--- src/rtl/lt_act_pkg.sv ---
package lt_act_pkg;

    typedef enum logic [3:0] {
        CMD_DEACT_REQ = 4'b0000,
        CMD_RESET     = 4'b0001,
        CMD_UONLY_ACT = 4'b0110,
        CMD_ACT       = 4'b1000,
        CMD_ACT_LOOP  = 4'b1010,
        CMD_PULSE     = 4'b1011,
        CMD_ACT_IND   = 4'b1100,
        CMD_PDOWN     = 4'b1111
    } cmd_e;

    typedef enum logic [3:0] {
        IND_ERR      = 4'b0001,
        IND_ACT_LOST = 4'b0100,
        IND_SYNC     = 4'b0110,
        IND_PEND     = 4'b1000,
        IND_ACTIVE   = 4'b1100,
        IND_DEACT    = 4'b1111
    } ind_e;

    typedef enum logic [1:0] {
        TX_NONE = 2'd0,
        TX_TONE = 2'd1,
        TX_SL1  = 2'd2,
        TX_SL23 = 2'd3
    } tx_e;

    typedef enum logic [2:0] {
        S_PDN,
        S_IDLE,
        S_TONE,
        S_SL1,
        S_SYNC,
        S_PULSE,
        S_PDPREP
    } lt_state_e;

    typedef struct packed {
        logic deact;
        logic reset;
        logic uonly;
        logic act;
        logic act_loop;
        logic pulse;
        logic act_ind;
        logic pdown;
    } cmd_req_t;

    typedef struct packed {
        logic uoa;
        logic act;
        logic loop;
        logic warm;
        logic err;
        logic seen;
    } ctl_t;

    function automatic logic [1:0] tx_of_state(lt_state_e s);
        case (s)
            S_TONE:  return TX_TONE;
            S_SL1:   return TX_SL1;
            S_SYNC:  return TX_SL23;
            default: return TX_NONE;
        endcase
    endfunction

    function automatic logic is_line_active(lt_state_e s);
        return (s == S_TONE) || (s == S_SL1) || (s == S_SYNC);
    endfunction

endpackage

--- src/rtl/lt_act_cmd_dec.sv ---
module lt_act_cmd_dec
    import lt_act_pkg::*;
(
    input  logic       valid,
    input  logic [3:0] code,
    input  logic       ai_bypass,
    input  logic       auto_rpt,
    output cmd_req_t   req
);
    always_comb begin
        req          = '0;
        req.deact    = valid && (code == CMD_DEACT_REQ);
        req.reset    = valid && (code == CMD_RESET);
        req.uonly    = valid && (code == CMD_UONLY_ACT);
        req.act      = valid && (code == CMD_ACT);
        req.act_loop = valid && (code == CMD_ACT_LOOP);
        req.pulse    = valid && (code == CMD_PULSE);
        req.act_ind  = valid && (code == CMD_ACT_IND) && (ai_bypass || auto_rpt);
        req.pdown    = valid && (code == CMD_PDOWN);
    end
endmodule

--- src/rtl/lt_act_timer.sv ---
module lt_act_timer #(
    parameter int LIMIT = 15
) (
    input  logic clk,
    input  logic rst,
    input  logic run,
    input  logic tick,
    output logic expired
);
    localparam int CW = $clog2(LIMIT + 1);
    localparam logic [CW-1:0] LIM = CW'(LIMIT);

    logic [CW-1:0] cnt;

    always_ff @(posedge clk) begin
        if (rst || !run) begin
            cnt <= '0;
        end else if (tick && (cnt != LIM)) begin
            cnt <= cnt + 1'b1;
        end
    end

    assign expired = run && (cnt == LIM);
endmodule

--- src/rtl/lt_act_ind.sv ---
module lt_act_ind
    import lt_act_pkg::*;
(
    input  logic       clk,
    input  logic       rst,
    input  logic [3:0] want,
    input  logic       force_rep,
    output logic [3:0] code,
    output logic       valid
);
    always_ff @(posedge clk) begin
        if (rst) begin
            code  <= IND_DEACT;
            valid <= 1'b0;
        end else if (force_rep) begin
            code  <= IND_DEACT;
            valid <= 1'b1;
        end else begin
            valid <= (want != code);
            code  <= want;
        end
    end
endmodule

--- src/rtl/lt_act_ctrl.sv ---
module lt_act_ctrl
    import lt_act_pkg::*;
#(
    parameter int TL_LEN    = 1024,
    parameter int TMO_TICKS = 15
) (
    input  logic       clk,
    input  logic       rst,
    input  logic       cmd_valid,
    input  logic [3:0] cmd_code,
    input  logic       cfg_ai_bypass,
    input  logic       cfg_auto_rpt,
    input  logic       tick,
    input  logic       wake_tone,
    input  logic       sf_sync,
    input  logic       rx_act,
    input  logic       rx_sai,
    input  logic       sig_lost,
    input  logic       sync_lost,
    output logic [1:0] tx_sig,
    output logic       tx_uoa,
    output logic       tx_act,
    output logic       loop_en,
    output logic       pulse_test,
    output logic       pwr_down,
    output logic       ind_valid,
    output logic [3:0] ind_code
);
    localparam int TLW = (TL_LEN > 1) ? $clog2(TL_LEN) : 1;
    localparam logic [TLW-1:0] TL_LAST = TLW'(TL_LEN - 1);

    lt_state_e      st, st_n;
    ctl_t           ctl, ctl_n;
    logic [TLW-1:0] tl, tl_n;
    logic           pd, pd_n;
    cmd_req_t       req;
    logic           tmr_exp;
    logic           abort;
    logic           start;
    logic [3:0]     want;

    lt_act_cmd_dec u_dec (
        .valid     (cmd_valid),
        .code      (cmd_code),
        .ai_bypass (cfg_ai_bypass),
        .auto_rpt  (cfg_auto_rpt),
        .req       (req)
    );

    lt_act_timer #(.LIMIT(TMO_TICKS)) u_tmr (
        .clk     (clk),
        .rst     (rst),
        .run     ((st == S_TONE) || (st == S_SL1)),
        .tick    (tick),
        .expired (tmr_exp)
    );

    // Indication wanted for the present state and line status
    always_comb begin
        case (st)
            S_IDLE: begin
                if (ctl.err)        want = IND_ERR;
                else if (wake_tone) want = IND_PEND;
                else                want = IND_DEACT;
            end
            S_TONE, S_SL1: want = ind_code;
            S_SYNC: begin
                if (!ctl.uoa && rx_sai) want = IND_PEND;
                else if (rx_act)        want = IND_ACTIVE;
                else if (ctl.seen)      want = IND_ACT_LOST;
                else                    want = IND_SYNC;
            end
            default: want = IND_DEACT;
        endcase
    end

    lt_act_ind u_ind (
        .clk       (clk),
        .rst       (rst),
        .want      (want),
        .force_rep (st == S_PDPREP),
        .code      (ind_code),
        .valid     (ind_valid)
    );

    assign abort = is_line_active(st) &&
                   (sig_lost || tmr_exp || ((st == S_SYNC) && sync_lost));
    assign start = req.uonly || req.act || req.act_loop;

    always_comb begin
        st_n     = st;
        ctl_n    = ctl;
        tl_n     = tl;
        pd_n     = pd;
        ctl_n.seen = (st == S_SYNC) ? (ctl.seen || rx_act) : 1'b0;
        if (req.reset || abort) begin
            st_n       = S_IDLE;
            ctl_n.uoa  = 1'b0;
            ctl_n.act  = 1'b0;
            ctl_n.loop = 1'b0;
            ctl_n.warm = 1'b0;
            ctl_n.err  = 1'b1;
        end else begin
            case (st)
                S_PDN, S_IDLE: begin
                    if (start) begin
                        st_n       = (req.act_loop && ctl.warm) ? S_SL1 : S_TONE;
                        tl_n       = '0;
                        ctl_n.uoa  = !req.uonly;
                        ctl_n.loop = req.act_loop;
                        ctl_n.act  = 1'b0;
                        ctl_n.warm = 1'b0;
                        ctl_n.err  = 1'b0;
                    end else if ((st == S_IDLE) && req.pulse) begin
                        st_n = S_PULSE;
                    end else if ((st == S_IDLE) && req.pdown) begin
                        st_n      = S_PDPREP;
                        pd_n      = 1'b0;
                        ctl_n.err = 1'b0;
                    end
                end
                S_TONE, S_SL1, S_SYNC: begin
                    if (st == S_TONE) begin
                        if (tl == TL_LAST) st_n = S_SL1;
                        else               tl_n = tl + 1'b1;
                    end
                    if ((st == S_SL1) && sf_sync) st_n = S_SYNC;
                    if (req.uonly) ctl_n.uoa = 1'b0;
                    if (req.act)   ctl_n.uoa = 1'b1;
                    if (req.act_ind && (st == S_SYNC) && rx_act) ctl_n.act = 1'b1;
                    if (req.deact) begin
                        st_n       = S_IDLE;
                        ctl_n.uoa  = 1'b0;
                        ctl_n.act  = 1'b0;
                        ctl_n.loop = 1'b0;
                        ctl_n.warm = ctl.loop;
                        ctl_n.err  = 1'b0;
                    end
                end
                S_PULSE: begin
                    if (req.deact) st_n = S_IDLE;
                end
                S_PDPREP: begin
                    if (pd) st_n = S_PDN;
                    else    pd_n = 1'b1;
                end
                default: st_n = S_IDLE;
            endcase
        end
    end

    always_ff @(posedge clk) begin
        if (rst) begin
            st  <= S_IDLE;
            ctl <= '0;
            tl  <= '0;
            pd  <= 1'b0;
        end else begin
            st  <= st_n;
            ctl <= ctl_n;
            tl  <= tl_n;
            pd  <= pd_n;
        end
    end

    assign tx_sig     = tx_of_state(st);
    assign tx_uoa     = ctl.uoa;
    assign tx_act     = ctl.act;
    assign loop_en    = ctl.loop;
    assign pulse_test = (st == S_PULSE);
    assign pwr_down   = (st == S_PDN);
endmodule

--- config.mk ---
export PLATFORM = sky130hd
export DESIGN_NAME = lt_act_ctrl
export DESIGN_NICKNAME = d
export VERILOG_FILES = /design/src/rtl/lt_act_pkg.sv /design/src/rtl/lt_act_cmd_dec.sv /design/src/rtl/lt_act_timer.sv /design/src/rtl/lt_act_ind.sv /design/src/rtl/lt_act_ctrl.sv
export SDC_FILE = /design/constraint.sdc
export NUM_CORES = 1
export LEC_CHECK = 0
export ABC_AREA = 0
export ABC_CLOCK_PERIOD_IN_PS = 2300
export BUFFER_PORTS_ARGS = -buffer_cell sky130_fd_sc_hd__buf_4
export CAP_MARGIN = 20
export CORE_UTILIZATION = 30
export CTS_CLUSTER_DIAMETER = 50
export DETAILED_ROUTE_END_ITERATION = 10
export PLACE_DENSITY = 0.58
export SLEW_MARGIN = 25
export SYNTH_ARGS = -nofsm -noshare
export SYNTH_HDL_FRONTEND = slang
export SYNTH_SLANG_ARGS = --single-unit
--- constraint.sdc ---
create_clock -name clk -period 2.3 [get_ports clk]
set_clock_uncertainty 0.2 [all_clocks]
set_input_delay 0 -clock clk [delete_from_list [all_inputs] [get_ports clk]]
set_output_delay 0 -clock clk [all_outputs]
set_load 0.05 [all_outputs]
# Word-level counts from Yosys, hierarchy flattened
# Cells that the tools add are included.
# op_classes
add_sub_neg	2
n_eq_ne	34
n_mux	35
bitwise_logic	2
reduce_logical	51
# ops
cell	n
2-to-1 mux 10 bit	3
2-to-1 mux 3 bit	10
inequality test 4 bit (second input constant)	7
== test 4 bit (second input constant)	6
logical AND 1 bit	20
one-hot mux 10 bit (2 select lines)	1
2-to-1 mux 4 bit	4
inequality test 2 bit (second input constant)	8
AND reduction 5 bit	3
one-hot mux 3 bit (4 select lines)	1
one-hot mux 4 bit (3 select lines)	1
adder 10 x 1 -> 10 bit (second input constant)	1
== test 10 bit (second input constant)	1
logical OR 1 bit	10
2-to-1 mux 1 bit	10
one-hot mux 5 bit (2 select lines)	1
OR reduction 2 bit	5
== test 3 bit (second input constant)	3
AND reduction 3 bit	3
== test 3 x 2 -> 1 bit (second input constant)	2
inequality test 3 bit (second input constant)	2
one-hot mux 2 bit (3 select lines)	1
2-to-1 mux 5 bit	1
adder 4 x 1 -> 4 bit (second input constant)	1
15 further kinds	19
# totals
reg_bits	29
out_inout_bits	12

# Depth between registers and ports, before layout
# logic_depth
word_depth	9
mapped_depth	7

# Hierarchy
# A second synthesis with hierarchy kept.
# hier_totals
hier_cells	232
hier_area_um2	1853.0
# by_module_without_submodules
mod	n_inst	cells_per_inst	area_each_um2
lt_act_ctrl	1	178	1386.3
lt_act_timer	1	24	202.7
lt_act_ind	1	15	180.2
lt_act_cmd_dec	1	15	83.8

# Worst setup path before layout
# Ideal clock, no wire load.
# synth_timing
kind	register to register
from	reg tl[0]
to	reg st[2]
setup_time_ns	0.125
arrival_ns	1.633
required_time_ns	1.975
setup_slack_ns	0.342
path_stages_with_launch	7
n_path_buf	0
path_cell_list	dfxtp_1 -> ha_1 -> nand2_1 -> or3_1 -> o311ai_2 -> and3_1 -> nor3_2
# synth_via
elab_chain_cells	3
# synth_rtl
item	line_no	source
start: declaration	lt_act_ctrl.sv:34	logic [TLW-1:0] tl, tl_n;
start signal: assignment	lt_act_ctrl.sv:161	tl <= tl_n;
== test 10 bit	lt_act_ctrl.sv:124	if (tl == TL_LAST) st_n = S_SL1;
inequality test 4 bit (no source line)	--	
AND reduction 5 bit (no source line)	--	
end signal: assignment	lt_act_ctrl.sv:159	st <= st_n;
end: declaration	lt_act_ctrl.sv:32	lt_state_e st, st_n;
# Every way passes these cells.
# A chain may end at the register's enable or synchronous reset.

# Worst setup path in the final report
# layout_timing
from	reg st[2]
to	reg u_ind.code[3]
# layout_via
elab_chain_cells	3
word_cells_on_any_way	8
cone_classes	5 x eq/ne; 1 x mux; 2 x reduce/logical
# layout_rtl
item	line_no	source
== test 3 x 2 -> 1 bit	lt_act_ctrl.sv:60	case (st)
OR reduction 2 bit	lt_act_ctrl.sv:60	
one-hot mux 4 bit (3 select lines)	lt_act_ctrl.sv:60	
end signal: assignment	lt_act_ind.sv:20	code <= want;
end: declaration	lt_act_ind.sv:8	output logic [3:0] code,
# Parallel ways exist; a longest one is shown, timed or not.

==> impl_metrics.csv <==
group,metric,value,unit
placed_design,gp_congestion,0.859,
synth,synth_ff_type,"dfxtp_1",
synth,ys_ff_latch,29,
timing,setup_tns,0,ps
final_layout,area_delta_synth_final,25.0,%
setup_path,startpoint_type,"flop",
power_and_ir_drop,ir_worst_vdd,0.625,mV
route,first_pass_iters,4,
timing,maxSlewHeadroom,0.726,
timing,setup_viol,0,
timing,rsz0062_at_grt,"false",
route,vias_per_cell,5.62,
min_path,hold_class,"input pin to flop",
setup_path,crit_path_max_fanout,7,
final_layout,final_cell_mix,"buf_4, dfxtp_1, nand2_1, nor2_1, nand3_1",
setup_path,crit_type,"flop to flop",
route,avgRoutedWirePerCell,15.1,um
floorplanning,dieArea,6890,um2
synth,async_reset_ff_frac,0,
final_layout,final_common_cell,"buf_4",
job,maxCapViolCount,0,
placed_design,port_buffers,27,
route,vias,2067,
timing,timing.final.crit_period,2160,ps
synth,yosysUniqueCellTypes,62,
global_route,antenna_found_initial,0,
synth,synth-edff-count,0,
synth,postSynthAreaPerCell,7.88,um2
floorplanning,core,6350,um2
global_route,grt_pass1_vias,1952,
run_status,status,"finished, final reports clean",
clocking,cts_tree,"yes",
setup_path,worstSetupEndpointType,"flop",
final_layout,nets,309,
route,drc,0,
setup_path,cp.arrival,2130,ps
clocking,cts.sinks,29,
clocking,htree_levels,2,
synth,yosys_warnings,0,
timing,worst_pin_slew,409,ps
floorplanning,pin_count,28,
clocking,clock-root-buffer,"clkbuf_8",
timing,drv_slew,0,
global_route,grt_max_degree,21,
route,ant_nets,0,
power_and_ir_drop,p_leak,0.000897,uW
floorplanning,initial_core_util,0.310,
timing,finalHoldViolations,0,
clocking,path_clk_slew,60,ps
clocking,clockBufferDepth,2,
clocking,cts_made_buffers,5,
final_layout,drive_above_1_share,0.206,
synth,syn_inst,250,
synth,netlist_area,1970,um2
synth,yosysSeqAreaShare,0.295,
placed_design,hpwl,4160,um
global_route,grt_pass1_wl,9340,um
floorplanning,die_h,83.0,um
global_route,overflow,0,
global_route,grtUsageTotal,0.168,
timing,fin_crit_sh,0.941,
final_layout,fillers,653,
route,wirelength,5570,um
setup_path,critPathRequiredTime,2270,ps
final_layout,n_antenna_cell,0,
timing,whs,23.3,ps
power_and_ir_drop,power_density,1070,nW/um2
clocking,clkLatencyLatePin,280,ps
timing,fmax,462,MHz
floorplanning,die_w,83.0,um
floorplanning,rows,29,
clocking,cts_setup_buffers,0,
synth,syn_nets,268,
route,initialDrtViolationCount,112,
==> logic make-up after synthesis <==
| logic type | Yosys count | share of synthesized area |
|---|---|---|
| flops | 29 | 0.295 |
| mux | 1 | 0.00508 |
| xor+xnor | 4 | 0.0178 |
| simple gates | 113 | 0.314 |
| fa+ha+maj | 2 | 0.0127 |
| compound gates | 80 | 0.298 |
| buf+inv | 21 | 0.0572 |
==> repair_timing <==
item                       CTS  global route
hold buffers                10             0
gates resized for setup      0             1
hold endpoints to repair    19             0
setup endpoints to repair    0             1
==> cells in the mapped netlist (2+ instances only) <==
library cell | count | area [um2]
nor2_1 | 18 | 67.6
o21ai_1 | 2 | 10.0
nor3_1 | 11 | 55.1
nand2_1 | 22 | 82.6
nor3b_1 | 2 | 15.0
dfxtp_1 | 29 | 581
buf_4 | 2 | 15.0
and2_1 | 2 | 12.5
o211ai_1 | 8 | 60.1
clkbuf_1 | 3 | 11.3
a21oi_1 | 12 | 60.1
xor2_1 | 2 | 17.5
buf_6 | 2 | 22.5
a21o_1 | 2 | 15.0
a32o_1 | 6 | 60.1
nor4_1 | 2 | 12.5
xnor2_1 | 2 | 17.5
or3_1 | 3 | 18.8
and3_1 | 6 | 37.5
a41oi_1 | 2 | 17.5
a211oi_1 | 7 | 52.6
a31oi_1 | 8 | 50.1
ha_1 | 2 | 25.0
nand4_1 | 5 | 31.3
nor3_2 | 2 | 20.0
or2_2 | 2 | 12.5
o21ai_0 | 16 | 80.1
nor2b_1 | 3 | 18.8
nand2b_1 | 6 | 37.5
buf_2 | 9 | 45.0
nand3_1 | 18 | 90.1
inv_1 | 4 | 15.0
==> worst max-delay path: stages (launching register included) <==
cell and delay [ps]:
dfxtp_1 410, or3b_4 480, o32ai_4 310, nand3_1 100, dlygate4sd3_1 560
==> flip-flops by register name, summed over array words and instances (netlist names) <==
| register | cells |
|---|---|
| ctl | 3 |
| loop_en | 1 |
| pd | 1 |
| st | 3 |
| tl | 10 |
| tx_act | 1 |
| tx_uoa | 1 |
| u_ind.code | 4 |
| u_ind.valid | 1 |
| u_tmr.cnt | 4 |
==> power breakdown <==
part / internal (uW) / switching [uW]
combinational: 605 / 929
clock: 237 / 185
sequential: 576 / 106
total: 1420 / 1220
==> final cells by class <==
type,instances,area (um2),area share
inverters,5,18.8,0.00763
flip-flops and latches,29,581,0.236
multi-input cells,200,1280,0.520
clock buffers,7,86.3,0.0351
repair buffers,50,400,0.163
well taps,77,96.3,0.0391
==> final timing paths <==
check	from	end	slack [ps]	depth (start not counted)
hold reg to reg	tx_uoa$_SDFFE_PP0P_	tx_uoa$_SDFFE_PP0P_	280	2
setup / recovery	st[2]$_SDFFE_PP0P_	u_ind.code[3]$_SDFF_PP1_	140	4
hold / removal	cmd_valid	loop_en$_SDFFE_PP0P_	20	5
setup reg to reg	st[2]$_SDFFE_PP0P_	u_ind.code[3]$_SDFF_PP1_	140	4
==> per-layer routing <==
metal | vias up | GRT usage | routed length, um
met5 | - | 0 | 0
met4 | 0 | 0.0705 | 102
met3 | 10 | 0.0408 | 290
met2 | 67 | 0.263 | 2530
met1 | 954 | 0.221 | 2650
li1 | 1036 | - | -
==> metrics by stage <==
step | util | std cells | area, um2 | power [uW] | setup WS, ps
floorplan | - | 250 | 1970 | 1770 | 342
finish | 0.388 | 368 | 2460 | 2640 | 137
global route | 0.388 | 368 | 2460 | 2810 | 24.3
detailed placement | 0.358 | 351 | 2270 | 2180 | 194
global placement | 0.358 | 351 | 2270 | 2180 | 245
CTS | 0.387 | 368 | 2460 | 2640 | 42.7
(Power assumes the default switching activity.)
